[config.mk]
export PLATFORM = sky130hd
export DESIGN_NAME = sat_monitor
export DESIGN_NICKNAME = d
export VERILOG_FILES = /design/src/rtl/sat_pkg.sv /design/src/rtl/sat_run_det.sv /design/src/rtl/sat_level_det.sv /design/src/rtl/sat_sticky.sv /design/src/rtl/sat_monitor.sv
export SDC_FILE = /design/constraint.sdc
export NUM_CORES = 1
export LEC_CHECK = 0
export BUFFER_PORTS_ARGS = -buffer_cell sky130_fd_sc_hd__buf_2
export CAP_MARGIN = 20
export CORE_AREA = 2 2 181 183
export CTS_CLUSTER_SIZE = 24
export DETAILED_ROUTE_END_ITERATION = 8
export DIE_AREA = 0 0 183 185
export REMOVE_ABC_BUFFERS = 1
export SLEW_MARGIN = 25
export SYNTH_ARGS = -nofsm -noshare
export SYNTH_HDL_FRONTEND = slang
export SYNTH_HIERARCHICAL = 1
export SYNTH_SLANG_ARGS = --single-unit
[constraint.sdc]
create_clock -name clk -period 2 [get_ports clk]
set_input_delay 0.1 -clock clk [delete_from_list [all_inputs] [get_ports clk]]
set_output_delay 0.1 -clock clk [all_outputs]
set_load 0.05 [all_outputs]
[src/rtl/sat_pkg.sv]
`timescale 1ns/1ps
package sat_pkg;

  // Which comparison a level detector applies to its sampled word
  typedef enum logic [0:0] {
    KIND_CLIP  = 1'b0,   // word sits on a rail code
    KIND_RANGE = 1'b1    // word beyond the overrange limit
  } level_kind_e;

  localparam int unsigned BYTE_BITS = 8;
  localparam int unsigned SLOT_BITS = 3;
  // slot order inside one channel's 3-bit group
  localparam int unsigned SLOT_OUT  = 0;
  localparam int unsigned SLOT_FILT = 1;
  localparam int unsigned SLOT_MOD  = 2;
  // det_dis bit positions
  localparam int unsigned DIS_OUT   = 0;
  localparam int unsigned DIS_FILT  = 1;
  localparam int unsigned DIS_MOD   = 2;

  // 0.2 * fs from shifts: 1/8+1/16+1/128+1/256+1/2048+1/4096
  function automatic longint unsigned fifth_of(input longint unsigned fs);
    return (fs >> 3) + (fs >> 4) + (fs >> 7) + (fs >> 8) + (fs >> 11) + (fs >> 12);
  endfunction

  // overrange limit: full scale plus about one fifth
  function automatic longint unsigned range_limit(input longint unsigned fs);
    return fs + fifth_of(fs);
  endfunction

endpackage

[src/rtl/sat_run_det.sv]
`timescale 1ns/1ps
module sat_run_det #(
  parameter int unsigned RUN_LEN = 20
) (
  input  logic clk,
  input  logic rst_n,
  input  logic vld_i,
  input  logic bit_i,
  output logic live_q_o,
  output logic live_d_o
);
  localparam int unsigned CW = $clog2(RUN_LEN + 1);
  localparam logic [CW-1:0] TERM = CW'(RUN_LEN);
  localparam logic [CW-1:0] ONE  = CW'(1);

  logic [CW-1:0] cnt_q;
  logic [CW-1:0] cnt_d;
  logic          prev_q;
  logic          same_bit;

  assign same_bit = (cnt_q != '0) && (bit_i == prev_q);

  always_comb begin
    cnt_d = cnt_q;
    if (vld_i) begin
      if (same_bit) begin
        cnt_d = (cnt_q == TERM) ? TERM : cnt_q + ONE;
      end else begin
        cnt_d = ONE;
      end
    end
  end

  always_ff @(posedge clk or negedge rst_n) begin
    if (!rst_n) begin
      cnt_q  <= '0;
      prev_q <= 1'b0;
    end else begin
      cnt_q <= cnt_d;
      if (vld_i) begin
        prev_q <= bit_i;
      end
    end
  end

  assign live_q_o = (cnt_q == TERM);
  assign live_d_o = (cnt_d == TERM);

endmodule

[src/rtl/sat_level_det.sv]
`timescale 1ns/1ps
module sat_level_det
  import sat_pkg::*;
#(
  parameter int unsigned     W    = 24,
  parameter level_kind_e     KIND = KIND_CLIP,
  parameter longint unsigned FS   = 64'd8388608
) (
  input  logic         clk,
  input  logic         rst_n,
  input  logic         vld_i,
  input  logic [W-1:0] data_i,
  output logic         live_q_o,
  output logic         live_d_o
);
  logic over;
  logic live_q;

  generate
    if (KIND == KIND_RANGE) begin : g_range
      localparam logic signed [W:0] LIM = $signed((W+1)'(range_limit(FS)));
      logic signed [W:0] d_ext;
      assign d_ext = $signed({data_i[W-1], data_i});
      assign over  = (d_ext > LIM) || (d_ext < -LIM);
    end else begin : g_clip
      localparam logic [W-1:0] TOP_CODE = {1'b0, {(W-1){1'b1}}};
      localparam logic [W-1:0] BOT_CODE = {1'b1, {(W-1){1'b0}}};
      assign over = (data_i == TOP_CODE) || (data_i == BOT_CODE);
    end
  endgenerate

  always_ff @(posedge clk or negedge rst_n) begin
    if (!rst_n) begin
      live_q <= 1'b0;
    end else if (vld_i) begin
      live_q <= over;
    end
  end

  assign live_q_o = live_q;
  assign live_d_o = vld_i ? over : live_q;

endmodule

[src/rtl/sat_sticky.sv]
`timescale 1ns/1ps
module sat_sticky (
  input  logic clk,
  input  logic rst_n,
  input  logic en_i,
  input  logic rd_i,
  input  logic live_d_i,
  output logic flag_o
);
  logic flag_q;
  logic flag_d;

  // read drops the flag, a live condition re-asserts it in the same cycle
  assign flag_d = (rd_i ? 1'b0 : flag_q) | (en_i & live_d_i);

  always_ff @(posedge clk or negedge rst_n) begin
    if (!rst_n) begin
      flag_q <= 1'b0;
    end else begin
      flag_q <= flag_d;
    end
  end

  assign flag_o = flag_q;

endmodule

[src/rtl/sat_monitor.sv]
`timescale 1ns/1ps
module sat_monitor
  import sat_pkg::*;
#(
  parameter int unsigned     NUM_CH  = 8,
  parameter int unsigned     RUN_LEN = 20,
  parameter int unsigned     FILT_W  = 26,
  parameter int unsigned     OUT_W   = 24,
  parameter longint unsigned FILT_FS = 64'd8388608
) (
  input  logic                          clk,
  input  logic                          rst_n,
  input  logic [NUM_CH-1:0]             mod_bit,
  input  logic [NUM_CH-1:0]             mod_vld,
  input  logic [NUM_CH*FILT_W-1:0]      filt_data,
  input  logic [NUM_CH-1:0]             filt_vld,
  input  logic [NUM_CH*OUT_W-1:0]       out_data,
  input  logic [NUM_CH-1:0]             out_vld,
  input  logic [2:0]                    det_dis,
  input  logic [NUM_CH/2-1:0]           rd_strobe,
  output logic [NUM_CH/2*BYTE_BITS-1:0] pair_regs
);
  localparam int unsigned NUM_PAIRS = NUM_CH / 2;

  // named internal events, observed by the bound checker
  logic [NUM_CH-1:0] mod_live_q,  mod_live_d;
  logic [NUM_CH-1:0] filt_live_q, filt_live_d;
  logic [NUM_CH-1:0] out_live_q,  out_live_d;
  logic [NUM_CH-1:0] flag_mod, flag_filt, flag_out;
  logic [NUM_CH-1:0] ch_rd;
  logic              en_mod, en_filt, en_out;

  assign en_mod  = ~det_dis[DIS_MOD];
  assign en_filt = ~det_dis[DIS_FILT];
  assign en_out  = ~det_dis[DIS_OUT];

  generate
    for (genvar c = 0; c < NUM_CH; c++) begin : g_ch
      assign ch_rd[c] = rd_strobe[c/2];

      sat_run_det #(.RUN_LEN(RUN_LEN)) u_run (
        .clk      (clk),
        .rst_n    (rst_n),
        .vld_i    (mod_vld[c]),
        .bit_i    (mod_bit[c]),
        .live_q_o (mod_live_q[c]),
        .live_d_o (mod_live_d[c])
      );

      sat_level_det #(.W(FILT_W), .KIND(KIND_RANGE), .FS(FILT_FS)) u_filt (
        .clk      (clk),
        .rst_n    (rst_n),
        .vld_i    (filt_vld[c]),
        .data_i   (filt_data[c*FILT_W +: FILT_W]),
        .live_q_o (filt_live_q[c]),
        .live_d_o (filt_live_d[c])
      );

      sat_level_det #(.W(OUT_W), .KIND(KIND_CLIP), .FS(FILT_FS)) u_out (
        .clk      (clk),
        .rst_n    (rst_n),
        .vld_i    (out_vld[c]),
        .data_i   (out_data[c*OUT_W +: OUT_W]),
        .live_q_o (out_live_q[c]),
        .live_d_o (out_live_d[c])
      );

      sat_sticky u_flag_mod (
        .clk(clk), .rst_n(rst_n), .en_i(en_mod), .rd_i(ch_rd[c]),
        .live_d_i(mod_live_d[c]), .flag_o(flag_mod[c])
      );
      sat_sticky u_flag_filt (
        .clk(clk), .rst_n(rst_n), .en_i(en_filt), .rd_i(ch_rd[c]),
        .live_d_i(filt_live_d[c]), .flag_o(flag_filt[c])
      );
      sat_sticky u_flag_out (
        .clk(clk), .rst_n(rst_n), .en_i(en_out), .rd_i(ch_rd[c]),
        .live_d_i(out_live_d[c]), .flag_o(flag_out[c])
      );
    end

    for (genvar p = 0; p < NUM_PAIRS; p++) begin : g_pair
      for (genvar h = 0; h < 2; h++) begin : g_half
        localparam int unsigned BASE = p*BYTE_BITS + h*SLOT_BITS;
        assign pair_regs[BASE + SLOT_OUT]  = flag_out [2*p + h];
        assign pair_regs[BASE + SLOT_FILT] = flag_filt[2*p + h];
        assign pair_regs[BASE + SLOT_MOD]  = flag_mod [2*p + h];
      end
      assign pair_regs[p*BYTE_BITS + 2*SLOT_BITS +: BYTE_BITS - 2*SLOT_BITS] = '0;
    end
  endgenerate

endmodule

# == Yosys cells after proc, flatten, opt, wreduce, memory -nomap -nowiden ==
# Index checks and enable logic that the tools add are counted.
# W data, S select, Z words.
# totals
regBits,88
out_inout_bits,32
word_cells,267
input_bits,441
# classes
n_eq_ne,40
muxes,64
magnitude_cmp,16
n_reduce_logical,32
addsub,8
bitwise_logic,51
# ops
cell,n
$gt A26 B25 Y1 const B,8
$lt A26 B25 Y1 const B,8
$eq A24 B23 Y1 const B,8
$eq A24 B24 Y1 const B,8
$mux W5,24
$eq A5 B5 Y1 const B,16
$add A5 B1 Y5 const B,8
$mux W1,40
$reduce_bool A5 Y1,8
$and A1 B1 Y1,24
$or A1 B1 Y1,24
$logic_or A1 B1 Y1,16
$eq A1 B1 Y1,8
$logic_and A1 B1 Y1,8
$not A1 Y1,3

# == Longest topological paths before layout ==
# Gate-level depths: netlist of run 1.
# logic_depth
word_depth,7
mapped_depth,8
depth_no_buf,8

# == Cells and area by module ==
# Netlist of run 1, hierarchy kept.
# by_module_without_submodules
mod,instances,seq_area_each_um2,area_each_um2,cells_each
sat_run_det at g_ch[1].u_run ...,7,150.1,404.1,40
sat_level_det at g_ch[0].u_filt ...,8,25.0,196.4,25
sat_level_det at g_ch[0].u_out ...,8,25.0,151.4,23
sat_sticky,24,25.0,41.3,4
sat_run_det at g_ch[0].u_run,1,150.1,421.7,40
sat_monitor,1,0.0,75.1,12

# == Worst setup path after synthesis of run 1 ==
# No wires, ideal clock.
# synth_timing
path_type,reg-to-reg
startpoint,register g_ch[1].u_run.cnt_q[0]
endpoint,register g_ch[1].u_flag_mod.flag_q
t_required_ps,1882
setup_ps,118
t_arrival_ps,1612
stages_incl_launch_ff,9
path_slack_ps,270
path_cell_list,dfrtp_1 -> inv_1 -> ha_1 -> or4b_4 -> o211ai_1 -> a221oi_1 -> and4b_1 -> nand2_1 -> o21ai_2
# synth_via
elab_chain_cells,7
word_cells_on_any_way,10
classes_between,add/sub: 1; eq/ne: 2; mux: 3; bitwise: 2; reduce/logical: 2
# synth_rtl
element,line_no,rtl
start: declaration,sat_run_det.sv:16,logic [CW-1:0] cnt_q;
start signal: assignment,sat_run_det.sv:39,cnt_q <= cnt_d;
$add A5 B1 Y5 (tied with other cells),sat_run_det.sv:27,cnt_d = (cnt_q == TERM) ? TERM : cnt_q + ONE;
$mux W5 or $logic_and A1 B1 Y1 (tied branches),"sat_run_det.sv:27, sat_run_det.sv:21",
$mux W5,sat_run_det.sv:26,if (same_bit) begin
$mux W5 (*),sat_run_det.sv:25,if (vld_i) begin
$eq A5 B5 Y1 (*),sat_run_det.sv:47,assign live_d_o = (cnt_d == TERM);
named net mod_live_d[1],sat_monitor.sv:26,"logic [NUM_CH-1:0] mod_live_q, mod_live_d;"
$and A1 B1 Y1 (*),sat_sticky.sv:14,assign flag_d = (rd_i ? 1'b0 : flag_q) | (en_i & live_d_i);
$or A1 B1 Y1 (*),sat_sticky.sv:14,
named net g_ch[1].u_flag_mod.flag_d,sat_sticky.sv:11,logic flag_d;
end signal: assignment,sat_sticky.sv:20,flag_q <= flag_d;
end: declaration,sat_sticky.sv:10,logic flag_q;
# The timed path passes the listed nets; every way through them passes the cells marked *.
# A chain may end at the register's enable or synchronous reset.

# == Worst setup path in the final report of run 1 ==
# layout_timing
startpoint,register g_ch[7].u_run.cnt_q[0]
endpoint,register g_ch[7].u_flag_mod.flag_q
# layout_via
elab_chain_cells,7
word_cells_on_any_way,10
classes_between,add/sub: 1; eq/ne: 2; mux: 3; bitwise: 2; reduce/logical: 2
# layout_rtl
element,line_no
start: declaration,sat_run_det.sv:16
start signal: assignment,sat_run_det.sv:39
$add A5 B1 Y5 (tied with other cells),sat_run_det.sv:27
$mux W5 or $logic_and A1 B1 Y1 (tied branches),"sat_run_det.sv:27, sat_run_det.sv:21"
$mux W5,sat_run_det.sv:26
$mux W5 (*),sat_run_det.sv:25
$eq A5 B5 Y1 (*),sat_run_det.sv:47
named net mod_live_d[7],sat_monitor.sv:26
$and A1 B1 Y1 (*),sat_sticky.sv:14
$or A1 B1 Y1 (*),sat_sticky.sv:14
named net g_ch[7].u_flag_mod.flag_d,sat_sticky.sv:11
end signal: assignment,sat_sticky.sv:20
end: declaration,sat_sticky.sv:10
# Marked as above.

==> metrics, run 1 <==
area of the core 32040 um2; area of the multi-input gates 4567 um2; most repeated cell in the gate-level netlist after synthesis dfrtp_1; final hold vios 0; transition at the pin with the smallest max-transition slack 0.7413 ns; worst rel slew slack 50.13%; area fraction of the dominant cell type after synthesis 31.02%; largest area contributor in the synthesized netlist dfrtp_1; fillcell total 3401; detailed placement HPWL 24000 um; final core area utilization 32.08%; Storage cell area 2202 um2; worst IR drop on VDD 0.4351 mV; Worst Path Arrival 2.15 ns; Final Skew 0.01218 ns; period utilisation layout 95.77%; reported leakage power 4.755 nW; die span in x 183 um; power density over cell area 586.5 nW/um2; worst hold slack across all endpoints 0.01856 ns; number of buffer cells added on primary ports 464; initial standard-cell utilization of the core 22.16%; register clock-pin slew on the reported worst setup and hold paths 0.07 ns; die area 33860 um2; via count of the first global-routing pass 8027; ys async rst share 100.0%; vias after detailed routing 8658; dominant register cell in the synthesized netlist dfrtp_1; post-synthesis average cell area 8.743 um2; CP Data Required Time 2.24 ns; wirelength, routed 29110 um; clk sink count 88; initial antenna violation count 3; weighted congestion at the end of routability-driven global placement 0.9556; path type of the worst min-delay path input port to flip-flop; ports placed on the boundary 473; Root Buffer clkbuf_16; H-tree level count 3; top cell types by occurrence after synthesis dfrtp_1, nand2_1, inv_1; synthesized flop and latch total 88; vias per std cell 5.093; Gate Count Post-Synth 812; summed negative setup slack over all endpoints 0 ns; maximum clock rate 522.1 MHz; CTS buffer count 9; TritonCTS clock tree done; First DRT Iteration DRCs 406; Die Height 185 um; number of maximum-capacitance constraint violations 0; crit-path max FO 5; overflow left after global routing 0; wire length per cell 17.12 um; Power, Total 6.029 mW; endpoint kind of the worst setup timing path flip-flop; cell row count 66; outcome finished, final reports clean; Detailed Routing Iterations Pass 1 5; pin count of the biggest net entering global routing 89; share of final-layout standard cells stronger than drive strength 1 45.70%; Post-Synthesis Cell Area 7099 um2; Area Growth Syn to Fin 44.80%; count of flip-flops with a built-in enable after synthesis 0; largest cells by area after synthesis dfrtp_1, nor4_1, nand4_1; total of warnings raised by yosys 6; overall track demand over capacity in global routing 16.20%; sequential element share of the synthesized area 31.02%; first-pass GRT wire length 42880 um; kind of start point of the critical path flip-flop; type of the setup path with the least slack flip-flop to flip-flop; Clk Latency, worst-skew pair 0.36 ns; final worst path period need 1.915 ns; count of cell types in the netlist 55; Setup-failing EPs final 0; Post-layout nets 1743; Routed Antenna Nets 0; number of buffers on the longest clock path 2; count of unresolved DRC violations after routing 0; Max Slew Vio Count 0
[layout make-up]
cell class              count  area share (%)
well taps                 408           4.966
repair buffers            472           23.44
inverters                  74           2.702
clock inverters             6          0.7911
multi-input cells         641           44.43
diodes                      1         0.02434
flip-flops and latches     88           21.42
clock buffers              10           2.227
[routing by layer]
metal	track usage, %	up-vias	share of wire (%)	routed length (um)
met4	5.312	2	2.8	819
met3	3.795	54	7.6	2205
met2	26.97	352	47	13540
li1	-	4169	-	-
met1	20.68	4081	43	12530
met5	0	-	0.045	13
[repair_timing]
action	in CTS	in global routing
endpoints found under the setup margin	0	4
hold endpoints to repair	92	0
hold buffers	5	0
resized for setup	0	5
setup buffers	0	2
[path summary, 6_finish.rpt]
path / start / end / slack [ns] / cells past startpoint
worst max-delay path: g_ch[7].u_run/cnt_q[0] / g_ch[7].u_flag_mod/flag_o / 0.08 / 8
worst min-delay path: mod_bit[6] / g_ch[6].u_run/prev_q / 0.02 / 2
worst max register to register: g_ch[7].u_run/cnt_q[0] / g_ch[7].u_flag_mod/flag_o / 0.08 / 8
worst min register to register: g_ch[6].u_filt/live_q_o / g_ch[6].u_filt/live_q_o / 0.50 / 1
max in group asynchronous: rst_n / g_ch[6].u_flag_filt/flag_o / 1.25 / 3
min in group asynchronous: rst_n / g_ch[1].u_run/cnt_q[3] / 0.32 / 3
[flip-flops by register name (all words and copies together), names as in the netlist]
signal / count
g_ch.u_run/cnt_q: 40
g_ch.u_filt/live_q_o: 8
g_ch.u_flag_filt/flag_o: 8
g_ch.u_flag_mod/flag_o: 8
g_ch.u_flag_out/flag_o: 8
g_ch.u_out/live_q_o: 8
g_ch.u_run/prev_q: 8
[cell usage in the layout, fill, tap and decap left out, drive strengths merged, types with 8 or more instances in the layout]
cell / n
buf: 467
a32o: 8
a211oi: 8
nor3: 24
o31ai: 8
ha: 16
a311o: 9
inv: 79
o311a: 8
a211o: 9
nand4b: 8
nand3: 64
clkbuf: 10
o211ai: 22
a21oi: 22
and4b: 23
mux2: 8
dfrtp: 88
conb: 8
nor2: 32
nand2: 79
nand4: 55
and4: 8
nor4bb: 8
a31oi: 15
nor4: 73
and2b: 9
o21ai: 33
xnor2: 8
a221o: 8
[stage by stage]
stage / cell area (um2) / worst slack (ns) / std cells
after detailed placement: 9881 / 0.1110 / 1676
after CTS: 10240 / 0.09086 / 1697
after floorplan: 7025 / 0.2696 / 803
final: 10280 / 0.08455 / 1700
after global routing: 10280 / -0.002188 / 1699
after global placement: 9881 / 0.1507 / 1676
[critical path: stages, from the launching register on]
cell and delay [ns]:
dfrtp_1 0.42, inv_1 0.09, ha_1 0.17, or4b_4 0.51
o211ai_1 0.13, a221oi_1 0.13, and4b_1 0.22, nand2_1 0.07
o21ai_2 0.06
[kinds of logic after synthesis]
family | count (synthesis) | share of synthesized area [%]
other | 1 | 0.05282
adder cells (fa/ha/maj) | 16 | 2.820
flip-flops | 88 | 31.02
buffers and inverters | 90 | 5.323
multiplexers | 8 | 1.269
AO/OA/AOI/OAI | 189 | 21.55
XOR/XNOR | 9 | 1.956
AND/OR/NAND/NOR | 411 | 36.01
[report_power, final]
part	leakage, nW	internal, mW	total (mW)	switching, mW
clock	0.153	1.01	1.84	0.837
combinational	3.46	0.901	1.99	1.09
sequential	1.15	1.98	2.19	0.216
Note: power is estimated with default switching activity, not from simulation.
==> run 2: changes to the inputs <==
==> constraint.sdc (replaced) <==
create_clock -name clk -period 2.2 [get_ports clk]
set_input_delay 0.11 -clock clk [delete_from_list [all_inputs] [get_ports clk]]
set_output_delay 0.11 -clock clk [all_outputs]
set_load 0.05 [all_outputs]
==> run 2 against run 1 <==
Via count is 1.1% lower. Critical path type unchanged. Largest cell class unchanged. Clock power is 11% lower. Critical path depth stayed put.
==> metrics, run 2 (same netlist as run 1, synthesis figures left out) <==
outcome finished, final reports clean; routed length on met3 2231 um (+1.2%); Biggest register g_ch.u_run/cnt_q; Clk Latency, worst-skew pair 0.35 ns (about the same); type of the setup path with the least slack flip-flop to flip-flop; maximum clock rate 521.7 MHz (about the same); share of final-layout standard cells stronger than drive strength 1 45.41% (-0.29 points); most common cell after layout, fill and taps aside buf_2; Root Buffer clkbuf_16; Final Skew 0.01279 ns (+0.0006081 ns); number of buffers on the longest clock path 2 (unchanged); first-pass GRT wire length 41920 um (-2.2%); Setup-failing EPs final 0 (unchanged); crit-path max FO 5 (unchanged); endpoint kind of the worst setup timing path flip-flop; post-layout instance area 10200 um2 (-0.78%); endpoint of the worst-slack reg-to-reg timing path g_ch[7].u_flag_mod/flag_o; Storage cell area 2202 um2 (unchanged); met2 WL 13380 um (-1.2%); setup repair after global routing missed its margin false; Worst Path Arrival 2.15 ns (about the same); final hold vios 0 (unchanged); R2R setup slack 0.28 ns (+0.20 ns); critical hold path startpoint mod_bit[7]; H-tree level count 3 (unchanged); wirelength, routed 28450 um (-2.3%); detailed placement HPWL 24080 um (+0.35%); top routing layer in use met5; TritonCTS clock tree done; kind of start point of the critical path flip-flop; area of the multi-input gates 4546 um2 (-0.47%); top library cells by usage in the layout, fill and taps aside buf_2, dfrtp_1, nand2_1; launch point of the worst path g_ch[7].u_run/cnt_q[0]; die area 33860 um2 (unchanged); transition at the pin with the smallest max-transition slack 0.5673 ns (-0.1739 ns); depth of the worst register-to-register path 8 (unchanged); via count of the first global-routing pass 8068 (+0.51%); wire length on met1 11920 um (-4.9%); die span in x 183 um (unchanged); post-place setup slack 0.3071 ns (+0.1960 ns); Setup WS post-layout 0.2834 ns (+0.1988 ns); fillcell total 3409 (+0.24%); number of maximum-capacitance constraint violations 0 (unchanged); Antenna diodes 0 (-1); CTS buffer count 9 (unchanged); initial antenna violation count 4 (+1); summed negative setup slack over all endpoints 0 ns (unchanged); cell row count 66 (unchanged); Power, Total 5.418 mW (-10%); area of the core 32040 um2 (unchanged); register clock-pin slew on the reported worst setup and hold paths 0.08 ns (about the same); pin count of the biggest net entering global routing 51 (-43%); number of buffer cells added on primary ports 464 (unchanged); overall track demand over capacity in global routing 15.88% (-0.32 points); flip-flop count of the largest register, all copies and words added 40 (unchanged); # placed instances 1677 (+0.060%); post-CTS sizing 0 (unchanged); path type of the worst min-delay path input port to flip-flop; Routed Antenna Nets 0 (unchanged); wire length per cell 16.80 um (-1.9%); worst rel slew slack 62.18% (+12 points); Area Growth Syn to Fin 43.67%; overflow left after global routing 0 (unchanged); count of unresolved DRC violations after routing 0 (unchanged); Worst setup endpoint g_ch[7].u_flag_mod/flag_o; Die Height 185 um (unchanged); period utilisation layout 87.12% (-8.7 points); ports placed on the boundary 473 (unchanged); final worst path period need 1.917 ns (+0.001203 ns); power density over cell area 531.2 nW/um2 (-9.4%); initial standard-cell utilization of the core 22.16% (unchanged); worst hold slack across all endpoints 0.01883 ns (+0.0002730 ns); First DRT Iteration DRCs 380 (-6.4%); CP Data Required Time 2.44 ns (+0.20 ns); beginning of the worst register-to-register path g_ch[7].u_run/cnt_q[0]; weighted congestion at the end of routability-driven global placement 0.9835 (+2.9%); number of buffers inserted by post-CTS setup repair 0 (unchanged); reported leakage power 4.734 nW (-0.45%); final cell count without fillers 1694 (-0.35%); Detailed Routing Iterations Pass 1 5 (unchanged); final core area utilization 31.83% (-0.25 points); vias per std cell 5.057 (-0.71%); clk sink count 88 (unchanged); total placed instance area 9888 um2 (about the same); worst IR drop on VDD 0.3899 mV (-10%); Max Slew Vio Count 0 (unchanged); vias after detailed routing 8566 (-1.1%); Post-layout nets 1738 (-0.29%)
run 2: worst max-delay path, stage by stage, from the launching register on:
cell,delay [ns]
dfrtp_1,0.41
inv_1,0.08
ha_1,0.17
or4b_4,0.50
o211ai_1,0.14
a221oi_1,0.14
and4b_1,0.23
nand2_1,0.07
o21ai_2,0.06
run 2: area by class of cell:
class	count	share of cell area (%)
tap	408	5.005
sequential	88	21.59
inverter	74	2.723
timing repair buffer	467	23.16
clock inverter	6	0.7115
clock buffer	10	2.245
multi-input combinational	641	44.57
run 2: routing by layer:
| layer | GRT usage (%) | vias up |
|---|---|---|
| met5 | 0 | - |
| met4 | 5.280 | 8 |
| met2 | 26.82 | 344 |
| li1 | - | 4150 |
| met1 | 19.52 | 4003 |
| met3 | 4.385 | 61 |
run 2: timing repair:
| action | CTS | global route |
|---|---|---|
| setup endpoints to repair | 0 | 0 |
| hold buffers | 1 | 0 |
| endpoints found under the hold margin | 38 | 0 |
run 2: worst min path at each step:
stage,end,slack [ns],cells after the start
3_5_place_dp,g_ch[0].u_run/cnt_q[1],0.16,1
6_report,g_ch[7].u_run/prev_q,0.02,2
4_1_cts,g_ch[7].u_run/prev_q,0.001,2
2_1_floorplan,g_ch[0].u_filt/live_q_o,-0.19,0
3_3_place_gp,g_ch[0].u_run/cnt_q[0],0.15,1
5_1_grt,g_ch[7].u_run/prev_q,0.01,2
run 2: where the power goes:
part / switching, mW / total [mW] / internal (mW)
Clock: 0.741 / 1.64 / 0.902
Sequential: 0.193 / 1.99 / 1.80
Combinational: 0.980 / 1.78 / 0.804
Total: 1.91 / 5.42 / 3.50
